### src/rtl/srp_pkg.sv
package srp_pkg;

  typedef enum logic [2:0] {
    ST_IDLE,
    ST_DRAIN,
    ST_SE0,
    ST_DPUL,
    ST_VPUL
  } srp_state_e;

  localparam logic [1:0] LINE_SE0 = 2'b00;
  localparam logic [1:0] VBUS_LOW = 2'b00;

  function automatic int unsigned us_to_cycles(int unsigned khz, int unsigned us);
    return (khz * us) / 1000;
  endfunction

  function automatic int unsigned cnt_bits(int unsigned max_val);
    return (max_val < 1) ? 1 : $clog2(max_val + 1);
  endfunction

endpackage

### src/rtl/srp_se0_qual.sv
module srp_se0_qual #(
  parameter int unsigned LIMIT = 200
) (
  input  logic clk,
  input  logic rst_n,
  input  logic arm_i,
  input  logic se0_i,
  output logic qual_o
);
  localparam int unsigned W = srp_pkg::cnt_bits(LIMIT);

  logic [W-1:0] cnt_q;
  logic         at_limit;

  assign at_limit = (cnt_q == W'(LIMIT));
  assign qual_o   = arm_i && se0_i && at_limit;

  always_ff @(posedge clk) begin
    if (!rst_n)                 cnt_q <= '0;
    else if (!arm_i || !se0_i)  cnt_q <= '0;
    else if (!at_limit)         cnt_q <= cnt_q + W'(1);
  end

  // a non-SE0 sample while armed clears the run
  p_cnt_restart_r4: assert property (@(posedge clk) disable iff (!rst_n)
    (arm_i && !se0_i) |=> (cnt_q == '0));

  // the count grows by one per consecutive SE0 sample
  p_cnt_step_r3: assert property (@(posedge clk) disable iff (!rst_n)
    (arm_i && se0_i && !at_limit) |=> (cnt_q == $past(cnt_q) + W'(1)));

endmodule

### src/rtl/srp_pulse_timer.sv
module srp_pulse_timer #(
  parameter int unsigned LEN = 700
) (
  input  logic clk,
  input  logic rst_n,
  input  logic run_i,
  output logic last_o
);
  localparam int unsigned W = srp_pkg::cnt_bits(LEN);

  logic [W-1:0] cnt_q;

  assign last_o = run_i && (cnt_q == W'(LEN - 1));

  always_ff @(posedge clk) begin
    if (!rst_n)      cnt_q <= '0;
    else if (!run_i) cnt_q <= '0;
    else             cnt_q <= cnt_q + W'(1);
  end

  // the count never passes the pulse length while running
  p_cnt_bound_r5: assert property (@(posedge clk) disable iff (!rst_n)
    run_i |-> (cnt_q < W'(LEN)));

endmodule

### src/rtl/srp_ctrl.sv
module srp_ctrl
  import srp_pkg::*;
(
  input  logic clk,
  input  logic rst_n,
  input  logic start_i,
  input  logic abort_i,
  input  logic vbus_low_i,
  input  logic se0_qual_i,
  input  logic dp_last_i,
  input  logic vb_last_i,
  output logic se0_arm_o,
  output logic dis_o,
  output logic dp_o,
  output logic vb_o,
  output logic busy_o,
  output logic done_o
);
  srp_state_e state_q, state_d;
  logic       finish;
  logic       cancel;
  logic       done_q;

  assign cancel = (state_q != ST_IDLE) && (start_i || abort_i);

  always_comb begin
    state_d = state_q;
    finish  = 1'b0;
    if (cancel) begin
      state_d = ST_IDLE;
    end else begin
      case (state_q)
        ST_IDLE:  if (start_i && !abort_i) state_d = ST_DRAIN;
        ST_DRAIN: if (vbus_low_i)          state_d = ST_SE0;
        ST_SE0:   if (se0_qual_i)          state_d = ST_DPUL;
        ST_DPUL:  if (dp_last_i)           state_d = ST_VPUL;
        ST_VPUL:  if (vb_last_i) begin
                    state_d = ST_IDLE;
                    finish  = 1'b1;
                  end
        default:  state_d = ST_IDLE;
      endcase
    end
  end

  always_ff @(posedge clk) begin
    if (!rst_n) begin
      state_q <= ST_IDLE;
      done_q  <= 1'b0;
    end else begin
      state_q <= state_d;
      done_q  <= finish;
    end
  end

  assign se0_arm_o = (state_q == ST_SE0);
  assign dis_o     = (state_q == ST_DRAIN);
  assign dp_o      = (state_q == ST_DPUL);
  assign vb_o      = (state_q == ST_VPUL);
  assign busy_o    = (state_q != ST_IDLE);
  assign done_o    = done_q;

  p_start_r1: assert property (@(posedge clk) disable iff (!rst_n)
    (!busy_o && start_i && !abort_i) |=> (dis_o && busy_o));

  p_drain_hold_r2: assert property (@(posedge clk) disable iff (!rst_n)
    (dis_o && !vbus_low_i && !start_i && !abort_i) |=> dis_o);

  p_drain_exit_r2: assert property (@(posedge clk) disable iff (!rst_n)
    (dis_o && vbus_low_i && !start_i && !abort_i) |=> (se0_arm_o && !dis_o && !dp_o && !vb_o));

  p_dp_entry_r3: assert property (@(posedge clk) disable iff (!rst_n)
    $rose(dp_o) |-> $past(se0_qual_i));

  p_vb_after_dp_r5: assert property (@(posedge clk) disable iff (!rst_n)
    $rose(vb_o) |-> $past(dp_o && dp_last_i));

  p_done_r6: assert property (@(posedge clk) disable iff (!rst_n)
    done_o |-> (!busy_o && $past(vb_o)));

  p_done_single_r6: assert property (@(posedge clk) disable iff (!rst_n)
    done_o |=> !done_o);

  p_abort_r7: assert property (@(posedge clk) disable iff (!rst_n)
    (busy_o && abort_i) |=> (!busy_o && !done_o && !dis_o && !dp_o && !vb_o));

  p_restart_r8: assert property (@(posedge clk) disable iff (!rst_n)
    (busy_o && start_i) |=> (!busy_o && !done_o));

  p_idle_abort_r10: assert property (@(posedge clk) disable iff (!rst_n)
    (!busy_o && abort_i) |=> !busy_o);

endmodule

### src/rtl/srp_seq.sv
module srp_seq
  import srp_pkg::*;
#(
  parameter int unsigned CLK_KHZ    = 50000,
  parameter int unsigned SE0_US     = 2000,
  parameter int unsigned DPULSE_US  = 7000,
  parameter int unsigned VPULSE_US  = 10000
) (
  input  logic       clk,
  input  logic       rst_n,
  input  logic       start_i,
  input  logic       abort_i,
  input  logic [1:0] vbus_lvl_i,
  input  logic [1:0] line_st_i,
  output logic       vbus_dis_o,
  output logic       dline_pulse_o,
  output logic       vbus_pulse_o,
  output logic       busy_o,
  output logic       done_o
);
  localparam int unsigned SE0_CYC = us_to_cycles(CLK_KHZ, SE0_US);
  localparam int unsigned DP_CYC  = us_to_cycles(CLK_KHZ, DPULSE_US);
  localparam int unsigned VB_CYC  = us_to_cycles(CLK_KHZ, VPULSE_US);

  logic       vbus_low;
  logic       line_se0;
  logic       se0_arm;
  logic       se0_qual;
  logic [1:0] pul_run;
  logic [1:0] pul_last;

  assign vbus_low = (vbus_lvl_i == VBUS_LOW);
  assign line_se0 = (line_st_i == LINE_SE0);

  srp_se0_qual #(.LIMIT(SE0_CYC)) u_qual (
    .clk    (clk),
    .rst_n  (rst_n),
    .arm_i  (se0_arm),
    .se0_i  (line_se0),
    .qual_o (se0_qual)
  );

  assign pul_run = {vbus_pulse_o, dline_pulse_o};

  for (genvar g = 0; g < 2; g++) begin : g_pulse
    localparam int unsigned LEN_G = (g == 0) ? DP_CYC : VB_CYC;
    srp_pulse_timer #(.LEN(LEN_G)) u_tmr (
      .clk    (clk),
      .rst_n  (rst_n),
      .run_i  (pul_run[g]),
      .last_o (pul_last[g])
    );
  end

  srp_ctrl u_ctrl (
    .clk        (clk),
    .rst_n      (rst_n),
    .start_i    (start_i),
    .abort_i    (abort_i),
    .vbus_low_i (vbus_low),
    .se0_qual_i (se0_qual),
    .dp_last_i  (pul_last[0]),
    .vb_last_i  (pul_last[1]),
    .se0_arm_o  (se0_arm),
    .dis_o      (vbus_dis_o),
    .dp_o       (dline_pulse_o),
    .vb_o       (vbus_pulse_o),
    .busy_o     (busy_o),
    .done_o     (done_o)
  );

  // data-line and VBus pulses never coincide at the ports
  p_no_overlap_r5: assert property (@(posedge clk) disable iff (!rst_n)
    $countones({vbus_dis_o, dline_pulse_o, vbus_pulse_o}) <= 1);

endmodule

### config.mk
export PLATFORM = sky130hd
export DESIGN_NAME = srp_seq
export DESIGN_NICKNAME = d
export VERILOG_FILES = /design/src/rtl/srp_pkg.sv /design/src/rtl/srp_se0_qual.sv /design/src/rtl/srp_pulse_timer.sv /design/src/rtl/srp_ctrl.sv /design/src/rtl/srp_seq.sv
export SDC_FILE = /design/constraint.sdc
export NUM_CORES = 1
export LEC_CHECK = 0
export BUFFER_PORTS_ARGS = -buffer_cell sky130_fd_sc_hd__buf_2
export CAP_MARGIN = 20
export CORE_MARGIN = 10
export CORE_UTILIZATION = 60
export DETAILED_ROUTE_END_ITERATION = 8
export GPL_ROUTABILITY_DRIVEN = 0
export PLACE_DENSITY = 0.75
export SLEW_MARGIN = 0
export SYNTH_ARGS = -nofsm -noshare
export SYNTH_HDL_FRONTEND = slang
export SYNTH_SLANG_ARGS = --single-unit
### constraint.sdc
create_clock -name clk -period 2.13 [get_ports clk]
set_input_delay 0.426 -clock clk [delete_from_list [all_inputs] [get_ports clk]]
set_output_delay 0.426 -clock clk [all_outputs]
set_load 0.03 [all_outputs]
==> metrics.cfg <==
[power]
power.density_nw_per_um2 = 679
ir_drop_mv = 0.403
total_power_mw = 2.07
leakagePower_nw = 0.954

[layout]
syn2layout_area_growth_pct = 10.9
finalNonFillerCells = 397
layout-drive-gt1-share_pct = 10.7
design_area_sq_um = 3050
finalCoreUtilization_pct = 69.2
fill_cells = 336
multi_input_area_sq_um = 1500
num-nets-final = 353
diodes = 0
seq_area_sq_um = 1180

[run_status]
status = complete, no violations

[logic_synthesis]
synth_most_common_cell = dfxtp_1
synth.yosys.warnings = 0
synth-edff-count = 0
async_flop_share_pct = 0
syn_area_sq_um = 2760
synth_ff_type = dfxtp_1
synth_seq_area_share_pct = 42.9
synth_top_area_share_pct = 42.9
synth.ff_latch_count = 59
syn-num-nets = 335
ys_top_cells_by_area = dfxtp_1 43%, nor2_1 5.4%, xnor2_1 5.1%
ys_types = 39
yosys-top-cells-count = 59 x dfxtp_1, 40 x nor2_1, 20 x nand2_1
netlist_instances = 323
synth_largest_area_cell = dfxtp_1
avgSynthCellArea_sq_um = 8.53

[global_route]
grt_pass1_vias = 2184
gr-usage-met3_pct = 3.90
antenna_found_initial = 0
use_met1_pct = 19.5
use_met2_pct = 22.6
grt_start_max_net_pins = 19
grt_overflow = 0
grt_pass1_wl_mm = 9.56
top_usage_layer = met2
track_usage_pct = 15.2

[place]
place_ws_ns = 0.206
placed_area_sq_um = 2880
post-dp-hpwl_mm = 3.79
io_buffers = 12
place_inst = 382

[critical_path]
crit_top_cell = or4_1
critPathCaptureType = flip-flop
critPathArrivalTime_ns = 2.20
cp_slowest_cell = or4_1
cp_cell_sequence = nand3_1, or4_1, or4_1, a21oi_1
crit_fanout = 7
crit_buf_inv = 0
cp_top_family = simple AND/OR/NAND/NOR gates
crit_path_start_kind = flip-flop
required_ns = 2.39
crit_path_max_incr_delay_ns = 0.68
path_class = flip-flop to flip-flop

[die]
die-area_sq_um = 7700
die_w_um = 87.8
ioPinCount = 13
start_util_pct = 62.4
fp.coreArea_sq_um = 4410
die_h_um = 87.8
rows = 24

[detailed_routing]
dr.pass1.iters = 5
num_vias = 2354
ant_nets = 0
wl_per_cell_um = 13.5
drc = 0
drtIter0Drc = 149
drt_wl_total_mm = 5.37
via_per_inst = 5.93

[timing]
period_share_pct = 91.3
period_needed_ns = 1.94
hold_viol_final = 0
tightest_slew_ns = 0.566
tns_ns = 0
holdWs_ns = 0.427
fmax_mhz = 514
setup_viol = 0
rsz0062_at_grt = false
finClkSkew_ns = 0.00504
slew_viol_final = 0
final.setup.worst_slack_ns = 0.185
relSlewSlack_pct = 62.1

[cts]
cts_tree = built
clk_pin_slew_worst_paths_ns = 0.06
cts_setup_buffers = 0
htreeDepth = 3
clock-root-buffer = clkbuf_8
cts_made_buffers = 9
cts-resized-gates = 0
clk-insertion-delay-late_ns = 0.34
clock-sinks = 59
postCtsHoldBufs = 0
cts_buffer_depth = 2

[run]
cap_violations = 0

[worst_hold_path]
min_path_type = input pin to flip-flop

-- placed cells by master, fill, tap and decap left out, drive strengths merged, types with 10 or more instances in the layout --
master and instances:
a21oi 19, buf 16, clkbuf 13, dfxtp 59, inv 10, nand2 20, nand3 20, nand4 15
nor2 40, nor4 10, o21ai 13, or3 14, xnor2 16, xor2 15
-- cell type report --
type	instances	share of cell area (%)
inverters	10	1.23
well taps	52	2.13
clock inverters	2	0.328
clock buffers	13	5.53
multi-input cells	245	49.2
repair buffers	16	2.95
flip-flops and latches	59	38.7
-- path summary, 6_finish.rpt --
| kind | from | to | slack (ns) | cells after the start |
|---|---|---|---|---|
| hold / removal | rst_n | u_ctrl.state_q[2]$_SDFFE_PP0P_ | 0.43 | 3 |
| setup reg to reg | g_pulse[0].u_tmr.cnt_q[2]$_SDFF_PN0_ | g_pulse[0].u_tmr.cnt_q[17]$_SDFF_PN0_ | 0.19 | 4 |
| setup / recovery | g_pulse[0].u_tmr.cnt_q[2]$_SDFF_PN0_ | g_pulse[0].u_tmr.cnt_q[17]$_SDFF_PN0_ | 0.19 | 4 |
| hold reg to reg | g_pulse[0].u_tmr.cnt_q[0]$_SDFF_PN0_ | g_pulse[0].u_tmr.cnt_q[0]$_SDFF_PN0_ | 0.47 | 1 |
-- registers in the layout (all words and copies together) (netlist names) --
name                 count
g_pulse.u_tmr.cnt_q     38
u_ctrl.state_q           3
u_ctrl.done_o            1
u_qual.cnt_q            17
-- kinds of logic after synthesis --
group                      Yosys count  synth area share [%]
adders and majority gates            4                  1.82
DFF                                 59                  42.9
xor gates and xnor gates            31                  9.85
buffers and inverters               19                  2.63
and+or+nand+nor                    165                  33.5
AOI/OAI and AO/OA                   45                  9.31
-- worst min-delay path, stage by stage --
cell,delay [ns]
buf_2,0.15
nand2_1,0.09
a21oi_1,0.04
-- routing by layer --
metal | share of wire (%) | vias up
li1 | - | 1223
met1 | 48 | 1068
met2 | 44 | 52
met3 | 5.3 | 11
met4 | 2.7 | 0
met5 | 0 | -
-- where the power goes --
| part | internal (mW) | total, mW | switching, mW |
|---|---|---|---|
| clock network | 0.507 | 0.917 | 0.410 |
| registers | 1.11 | 1.11 | 0.00293 |
| logic | 0.0185 | 0.0483 | 0.0298 |
| total | 1.63 | 2.07 | 0.443 |
Power figures use the tool's default switching activity.
